<file path="config.mk">
export PLATFORM = sky130hd
export DESIGN_NAME = clkdiv_doze_top
export DESIGN_NICKNAME = d
export VERILOG_FILES = /design/src/rtl/clkdiv_pkg.sv /design/src/rtl/clkdiv_rst_sync.sv /design/src/rtl/clkdiv_ctl_reg.sv /design/src/rtl/clkdiv_postscaler.sv /design/src/rtl/clkdiv_doze.sv /design/src/rtl/clkdiv_doze_top.sv
export SDC_FILE = /design/constraint.sdc
export NUM_CORES = 1
export LEC_CHECK = 0
export BUFFER_PORTS_ARGS = -buffer_cell sky130_fd_sc_hd__buf_2
export CORE_UTILIZATION = 53
export CTS_BUF_LIST = sky130_fd_sc_hd__clkbuf_8 sky130_fd_sc_hd__clkbuf_16
export CTS_CLUSTER_SIZE = 24
export DETAILED_ROUTE_END_ITERATION = 8
export PLACE_DENSITY = 0.79
export SYNTH_ARGS = -nofsm -noshare
export SYNTH_HDL_FRONTEND = slang
export SYNTH_SLANG_ARGS = --single-unit
</file>
<file path="constraint.sdc">
create_clock -name clk -period 1.8 [get_ports clk]
set_input_delay 0.09 -clock clk [delete_from_list [all_inputs] [get_ports clk]]
set_output_delay 0.09 -clock clk [all_outputs]
set_load 0.005 [all_outputs]
</file>
<file path="src/rtl/clkdiv_pkg.sv">
package clkdiv_pkg;

  localparam int REG_W     = 16;
  localparam int CODE_W    = 3;
  localparam int PS_CNT_W  = 8;   // holds divide-by-256 minus one
  localparam int DZ_CNT_W  = 7;   // holds ratio 128 minus one

  // Field positions that software decodes.
  localparam int REC_POS   = 15;
  localparam int DZ_LSB    = 12;
  localparam int DZEN_POS  = 11;
  localparam int PS_LSB    = 8;

  typedef struct packed {
    logic              recover;
    logic [CODE_W-1:0] doze_code;
    logic              doze_en;
    logic [CODE_W-1:0] post_code;
  } ctl_t;

  localparam ctl_t CTL_RESET = '{recover: 1'b0, doze_code: 3'b011,
                                 doze_en: 1'b0, post_code: 3'b001};

  // Postscaler reload: divisor minus one, top code jumps to 256.
  function automatic logic [PS_CNT_W-1:0] post_reload(input logic [CODE_W-1:0] code);
    logic [PS_CNT_W:0] span;
    logic [3:0]        sh;
    sh   = {1'b0, code} + {3'b000, (code == 3'b111)};
    span = (PS_CNT_W+1)'(1) << sh;
    return PS_CNT_W'(span - (PS_CNT_W+1)'(1));
  endfunction

  // Doze reload: ratio minus one.
  function automatic logic [DZ_CNT_W-1:0] doze_reload(input logic [CODE_W-1:0] code);
    logic [DZ_CNT_W:0] span;
    span = (DZ_CNT_W+1)'(1) << code;
    return DZ_CNT_W'(span - (DZ_CNT_W+1)'(1));
  endfunction

endpackage

</file>
<file path="src/rtl/clkdiv_rst_sync.sv">
module clkdiv_rst_sync #(
  parameter int STAGES = 2
) (
  input  logic clk,
  input  logic rst_n_in,
  output logic rst_n_out
);
  logic [STAGES-1:0] sync_q;

  always_ff @(posedge clk or negedge rst_n_in) begin
    if (!rst_n_in) sync_q <= '0;
    else           sync_q <= {sync_q[STAGES-2:0], 1'b1};
  end

  assign rst_n_out = sync_q[STAGES-1];
endmodule

</file>
<file path="src/rtl/clkdiv_ctl_reg.sv">
module clkdiv_ctl_reg
  import clkdiv_pkg::*;
(
  input  logic             clk,
  input  logic             rst_n,
  input  logic             wr_en,
  input  logic [REG_W-1:0] wr_data,
  input  logic             irq_pend,
  output ctl_t             ctl,
  output logic [REG_W-1:0] rd_data
);
  ctl_t ctl_q, ctl_d;
  logic [PS_LSB-1:0] unused_low;

  assign unused_low = wr_data[PS_LSB-1:0];

  always_comb begin
    ctl_d = ctl_q;
    if (wr_en) begin
      ctl_d.recover   = wr_data[REC_POS];
      ctl_d.doze_code = wr_data[DZ_LSB +: CODE_W];
      ctl_d.doze_en   = wr_data[DZEN_POS];
      ctl_d.post_code = wr_data[PS_LSB +: CODE_W];
    end
    // Hardware recovery overrides a simultaneous software set.
    if (irq_pend && ctl_q.recover) ctl_d.doze_en = 1'b0;
  end

  always_ff @(posedge clk or negedge rst_n) begin
    if (!rst_n) ctl_q <= CTL_RESET;
    else        ctl_q <= ctl_d;
  end

  always_comb begin
    rd_data                     = '0;
    rd_data[REC_POS]            = ctl_q.recover;
    rd_data[DZ_LSB +: CODE_W]   = ctl_q.doze_code;
    rd_data[DZEN_POS]           = ctl_q.doze_en;
    rd_data[PS_LSB +: CODE_W]   = ctl_q.post_code;
  end

  assign ctl = ctl_q;

  AST_RECOVER_CLEAR: assert property (@(posedge clk) disable iff (!rst_n)
    (irq_pend && ctl_q.recover) |=> !ctl_q.doze_en);

  AST_KEEP_DOZE: assert property (@(posedge clk) disable iff (!rst_n)
    (irq_pend && !ctl_q.recover && !wr_en) |=> $stable(ctl_q.doze_en));

  AST_CLEAR_WINS: assert property (@(posedge clk) disable iff (!rst_n)
    (wr_en && wr_data[DZEN_POS] && irq_pend && ctl_q.recover) |=> (rd_data[DZEN_POS] == 1'b0));

  AST_LOW_BYTE_ZERO: assert property (@(posedge clk) disable iff (!rst_n)
    rd_data[PS_LSB-1:0] == '0);
endmodule

</file>
<file path="src/rtl/clkdiv_postscaler.sv">
module clkdiv_postscaler
  import clkdiv_pkg::*;
(
  input  logic              clk,
  input  logic              rst_n,
  input  logic [CODE_W-1:0] post_code,
  input  logic              src_sel,
  output logic              per_ce
);
  logic [PS_CNT_W-1:0] cnt_q, cnt_d;
  logic                src_q;
  logic                restart;
  logic                term;

  assign term    = (cnt_q == '0);
  assign restart = (src_sel != src_q);

  always_comb begin
    cnt_d = cnt_q;
    if (restart || term) cnt_d = post_reload(post_code);
    else                 cnt_d = cnt_q - PS_CNT_W'(1);
  end

  always_ff @(posedge clk or negedge rst_n) begin
    if (!rst_n) begin
      cnt_q <= '0;
      src_q <= 1'b0;
    end else begin
      cnt_q <= cnt_d;
      src_q <= src_sel;
    end
  end

  assign per_ce = term;

  AST_RESTART_FULL: assert property (@(posedge clk) disable iff (!rst_n)
    restart |=> !per_ce || (post_code == '0) || $past(post_code == '0));
endmodule

</file>
<file path="src/rtl/clkdiv_doze.sv">
module clkdiv_doze
  import clkdiv_pkg::*;
(
  input  logic              clk,
  input  logic              rst_n,
  input  logic              per_ce,
  input  logic              doze_en,
  input  logic [CODE_W-1:0] doze_code,
  output logic              cpu_ce
);
  logic [DZ_CNT_W-1:0] dcnt_q, dcnt_d;
  logic                slot;

  assign slot = (dcnt_q == '0);

  always_comb begin
    dcnt_d = dcnt_q;
    if (!doze_en)          dcnt_d = '0;
    else if (per_ce) begin
      if (slot) dcnt_d = doze_reload(doze_code);
      else      dcnt_d = dcnt_q - DZ_CNT_W'(1);
    end
  end

  always_ff @(posedge clk or negedge rst_n) begin
    if (!rst_n) dcnt_q <= '0;
    else        dcnt_q <= dcnt_d;
  end

  assign cpu_ce = per_ce && (!doze_en || slot);
endmodule

</file>
<file path="src/rtl/clkdiv_doze_top.sv">
module clkdiv_doze_top
  import clkdiv_pkg::*;
(
  input  logic             clk,
  input  logic             rst_n,
  input  logic             wr_en,
  input  logic [REG_W-1:0] wr_data,
  output logic [REG_W-1:0] rd_data,
  input  logic             src_sel,
  input  logic             irq_pend,
  output logic             per_ce,
  output logic             cpu_ce
);
  logic rst_n_int;
  ctl_t ctl;

  clkdiv_rst_sync #(.STAGES(2)) u_rst (
    .clk       (clk),
    .rst_n_in  (rst_n),
    .rst_n_out (rst_n_int)
  );

  clkdiv_ctl_reg u_reg (
    .clk      (clk),
    .rst_n    (rst_n_int),
    .wr_en    (wr_en),
    .wr_data  (wr_data),
    .irq_pend (irq_pend),
    .ctl      (ctl),
    .rd_data  (rd_data)
  );

  clkdiv_postscaler u_ps (
    .clk       (clk),
    .rst_n     (rst_n_int),
    .post_code (ctl.post_code),
    .src_sel   (src_sel),
    .per_ce    (per_ce)
  );

  clkdiv_doze u_dz (
    .clk       (clk),
    .rst_n     (rst_n_int),
    .per_ce    (per_ce),
    .doze_en   (ctl.doze_en),
    .doze_code (ctl.doze_code),
    .cpu_ce    (cpu_ce)
  );

  AST_CPU_WITHIN_PER: assert property (@(posedge clk) disable iff (!rst_n_int)
    cpu_ce |-> per_ce);

  AST_DOZE_OFF_FOLLOW: assert property (@(posedge clk) disable iff (!rst_n_int)
    !rd_data[DZEN_POS] |-> (cpu_ce == per_ce));
endmodule

</file>
==> metrics.md <==
| Metric | Value |
|---|---|
| Max-slew violations | `0` |
| Ranking of synthesized cells by area | `dfrtp_1, dfstp_2, buf_4, mux2i_1, mux2_2` |
| Die width | `57.87 microns` |
| Worst skew pair latency | `280 ps` |
| Initial Util | `57.98%` |
| Die area | `3348 sq um` |
| Vias after detailed routing | `2147` |
| Row count | `19` |
| Worst path bufs/invs | `0` |
| VDD IR max | `0.7551 mV` |
| Post-synth EDFFs | `0` |
| Initial antenna violation count | `0` |
| Drt pass-1 iters | `9` |
| Worst setup EP type | `register` |
| Slew Limit Headroom | `61.35%` |
| Worst-margin pin slew | `574.5 ps` |
| Max incr delay on CP | `570 ps` |
| Inserted Diodes | `0` |
| Register area share after synthesis | `39.56%` |
| Top post-synthesis cells by count | `dfrtp_1, nand2_1, nor2_1` |
| Global-route wire length before repair | `10860 microns` |
| Post-route setup slack | `-765.5 ps` |
| Cell total after placement | `268` |
| Number of library cell types mapped by synthesis | `48` |
| Power Density | `1047 nW/um^2` |
| Initial DRC count | `308` |
| Gate Count Post-Synth | `175` |
| Root Buffer | `clkbuf_8` |
| Worst Path Max Fanout | `5` |
| Routed length per instance | `26.70 microns` |
| YS warnings | `0` |
| Outcome | `complete, but fails checks` |
| Core ar. | `2853 sq um` |
| Post-place setup slack | `-568.6 ps` |
| Final Hold Viols | `0` |
| Layout net count | `291` |
| Cell taking the most area after synthesis | `dfrtp_1` |
| Failing checks | `DRC, setup timing` |
| Top-count cell post-synth | `dfrtp_1` |
| Worst EP arrival | `2770 ps` |
| Synth async-reset ratio | `100.0%` |
| Critical Path Start | `u_ps.cnt_q[0]$_DFF_PN0_` |
| CTS Buffer Depth | `2` |
| GP Congestion | `0.8957` |
| Clock period minus worst slack | `2565 ps` |
| Via/cell ratio | `7.253` |
| RSZ-0062 raised after global routing | `true` |
| Finished Cell Area | `2675 sq um` |
| Final Setup Violations | `17` |
| Clock Sinks | `26` |
| Max_cap viols | `0` |
| Delay-heaviest family, CP | `simple AND/OR/NAND/NOR gates` |
| IO buf count | `22` |
| Gr usage total | `44.31%` |
| Yosys reg bits | `26` |
| Detailed placement HPWL | `3430 microns` |
| Crit Path Class | `reg -> reg` |
| Fin crit share | `142.5%` |
| Critical Path RT | `2000 ps` |
| Num CTS Buffers | `3` |
| Instance area at placement | `2196 sq um` |
| Max Clock Skew | `2.961 ps` |
| Worst hold-check path type | `in -> reg` |
| Layout cells sized above 1 | `55.09%` |
| Largest net degree at the start of global routing | `16` |
| Static leakage | `1.237 nW` |
| Die height | `57.87 microns` |
| Top cell type's share of synthesized area | `34.80%` |
| Synth Cell Area | `1654 sq um` |
| Number of global-route vias before repair | `2075` |
| Depth of the CTS H-tree | `1` |
| # DRC | `2` |
| Crit-path slowest cell | `or4_4` |
| Synth Area per Inst | `9.452 sq um` |
| Total grt overflow | `0` |
| Routed WL | `7903 microns` |
| Critical path launch point type | `register` |
| Antenna viol nets, final | `0` |
| Crit path cell chain | `or4_4, o31a_1, nor4_4, a21oi_4, ha_4, and2_4, and3_4, xnor2_1` |
| Layout area overhead | `61.72%` |
| CTS tree | `built` |
| Clock transition at path regs | `90 ps` |
| Fin Setup TNS | `-8779 ps` |
| Top Ports | `39` |
| Fin cells | `296` |
| Highest clock rate | `0.3898 GHz` |
| R2r startpoint | `u_ps.cnt_q[0]$_DFF_PN0_` |
| Ys flop type | `dfrtp_1` |
| Min-delay src | `wr_data[10]` |
==> path summary, 6_finish.rpt <==
path	to	slack (ps)	cells after the start
setup / recovery	u_ps.cnt_q[4]$_DFF_PN0_	-770	8
hold reg to reg	u_dz.dcnt_q[5]$_DFFE_PN0P_	160	0
min in group asynchronous	u_dz.dcnt_q[5]$_DFFE_PN0P_	160	0
max in group asynchronous	u_reg.ctl[0]$_DFFE_PN1P_	1010	1
hold / removal	u_reg.ctl[2]$_DFFE_PN0P_	40	2
setup reg to reg	u_ps.cnt_q[4]$_DFF_PN0_	-770	8
==> layout make-up <==
cell class,instances,area [sq um]
multi-input cells,136,1166
repair buffers,94,724.4
flip-flops and latches,26,655.6
fillers,89,177.7
clock buffers,3,41.29
well taps,31,38.79
clock inverters,1,30.03
inverters,5,18.77
==> sequential cells by signal, summed over array words and instances, names as in the netlist <==
name          cells
u_rst.sync_q      2
u_dz.dcnt_q       7
u_ps.src_q        1
u_ps.cnt_q        8
u_reg.ctl         8
==> metrics by stage <==
| stage | hold slack (ps) | total power, mW | util, % |
|---|---|---|---|
| final | 42.52 | 2.802 | 93.77 |
| after global routing | 40.84 | 2.828 | 93.77 |
| after CTS | 35.43 | 2.529 | 91.27 |
| after detailed placement | -121.0 | 1.763 | 76.97 |
| after global placement | -125.8 | 1.714 | 76.97 |
| after floorplan | -205.6 | 1.369 | - |
==> layer usage <==
| layer | up-vias | track usage [%] | wire [microns] |
|---|---|---|---|
| met3 | 73 | 10.04 | 1061 |
| met4 | 0 | 21.09 | 503 |
| li1 | 813 | - | - |
| met1 | 995 | 57.93 | 2818 |
| met2 | 266 | 69.95 | 3519 |
| met5 | - | 0 | 0 |
==> cells by family (layout without fill, tap and decap cells) <==
| group | after synthesis | count (layout) | synth area share [%] |
|---|---|---|---|
| simple gates | 58 | 58 | 18.08 |
| compound gates | 45 | 46 | 20.20 |
| flops | 26 | 26 | 39.56 |
| buf+inv | 21 | 103 | 7.413 |
| mux | 11 | 11 | 7.035 |
| xor+xnor | 8 | 8 | 4.236 |
| fa+ha+maj | 4 | 4 | 3.026 |
| other cells | 2 | 9 | 0.4540 |
==> where the power goes <==
part           internal [mW]  switching [mW]
combinational          0.724           0.791
sequential             0.696          0.0952
clock                  0.298           0.198
total                   1.72            1.08
==> repair_timing <==
action                                  CTS  global route
gates resized for setup                  35            13
buffers inserted                         18             8
pin swaps                                20             9
hold buffers                              3             0
endpoints found under the setup margin   16            17
endpoints found under the hold margin     4             0
cloned                                    1             0
==> placed cells by master (no fill, tap or decap), types with 5 or more instances in the layout <==
master,count
buf_2,20
buf_4,57
buf_6,13
conb_1,9
dfrtp_1,22
mux2_2,5
mux2i_1,6
nand2_1,12
nor2_1,11
o21ai_0,7
(Power assumes the default switching activity.)
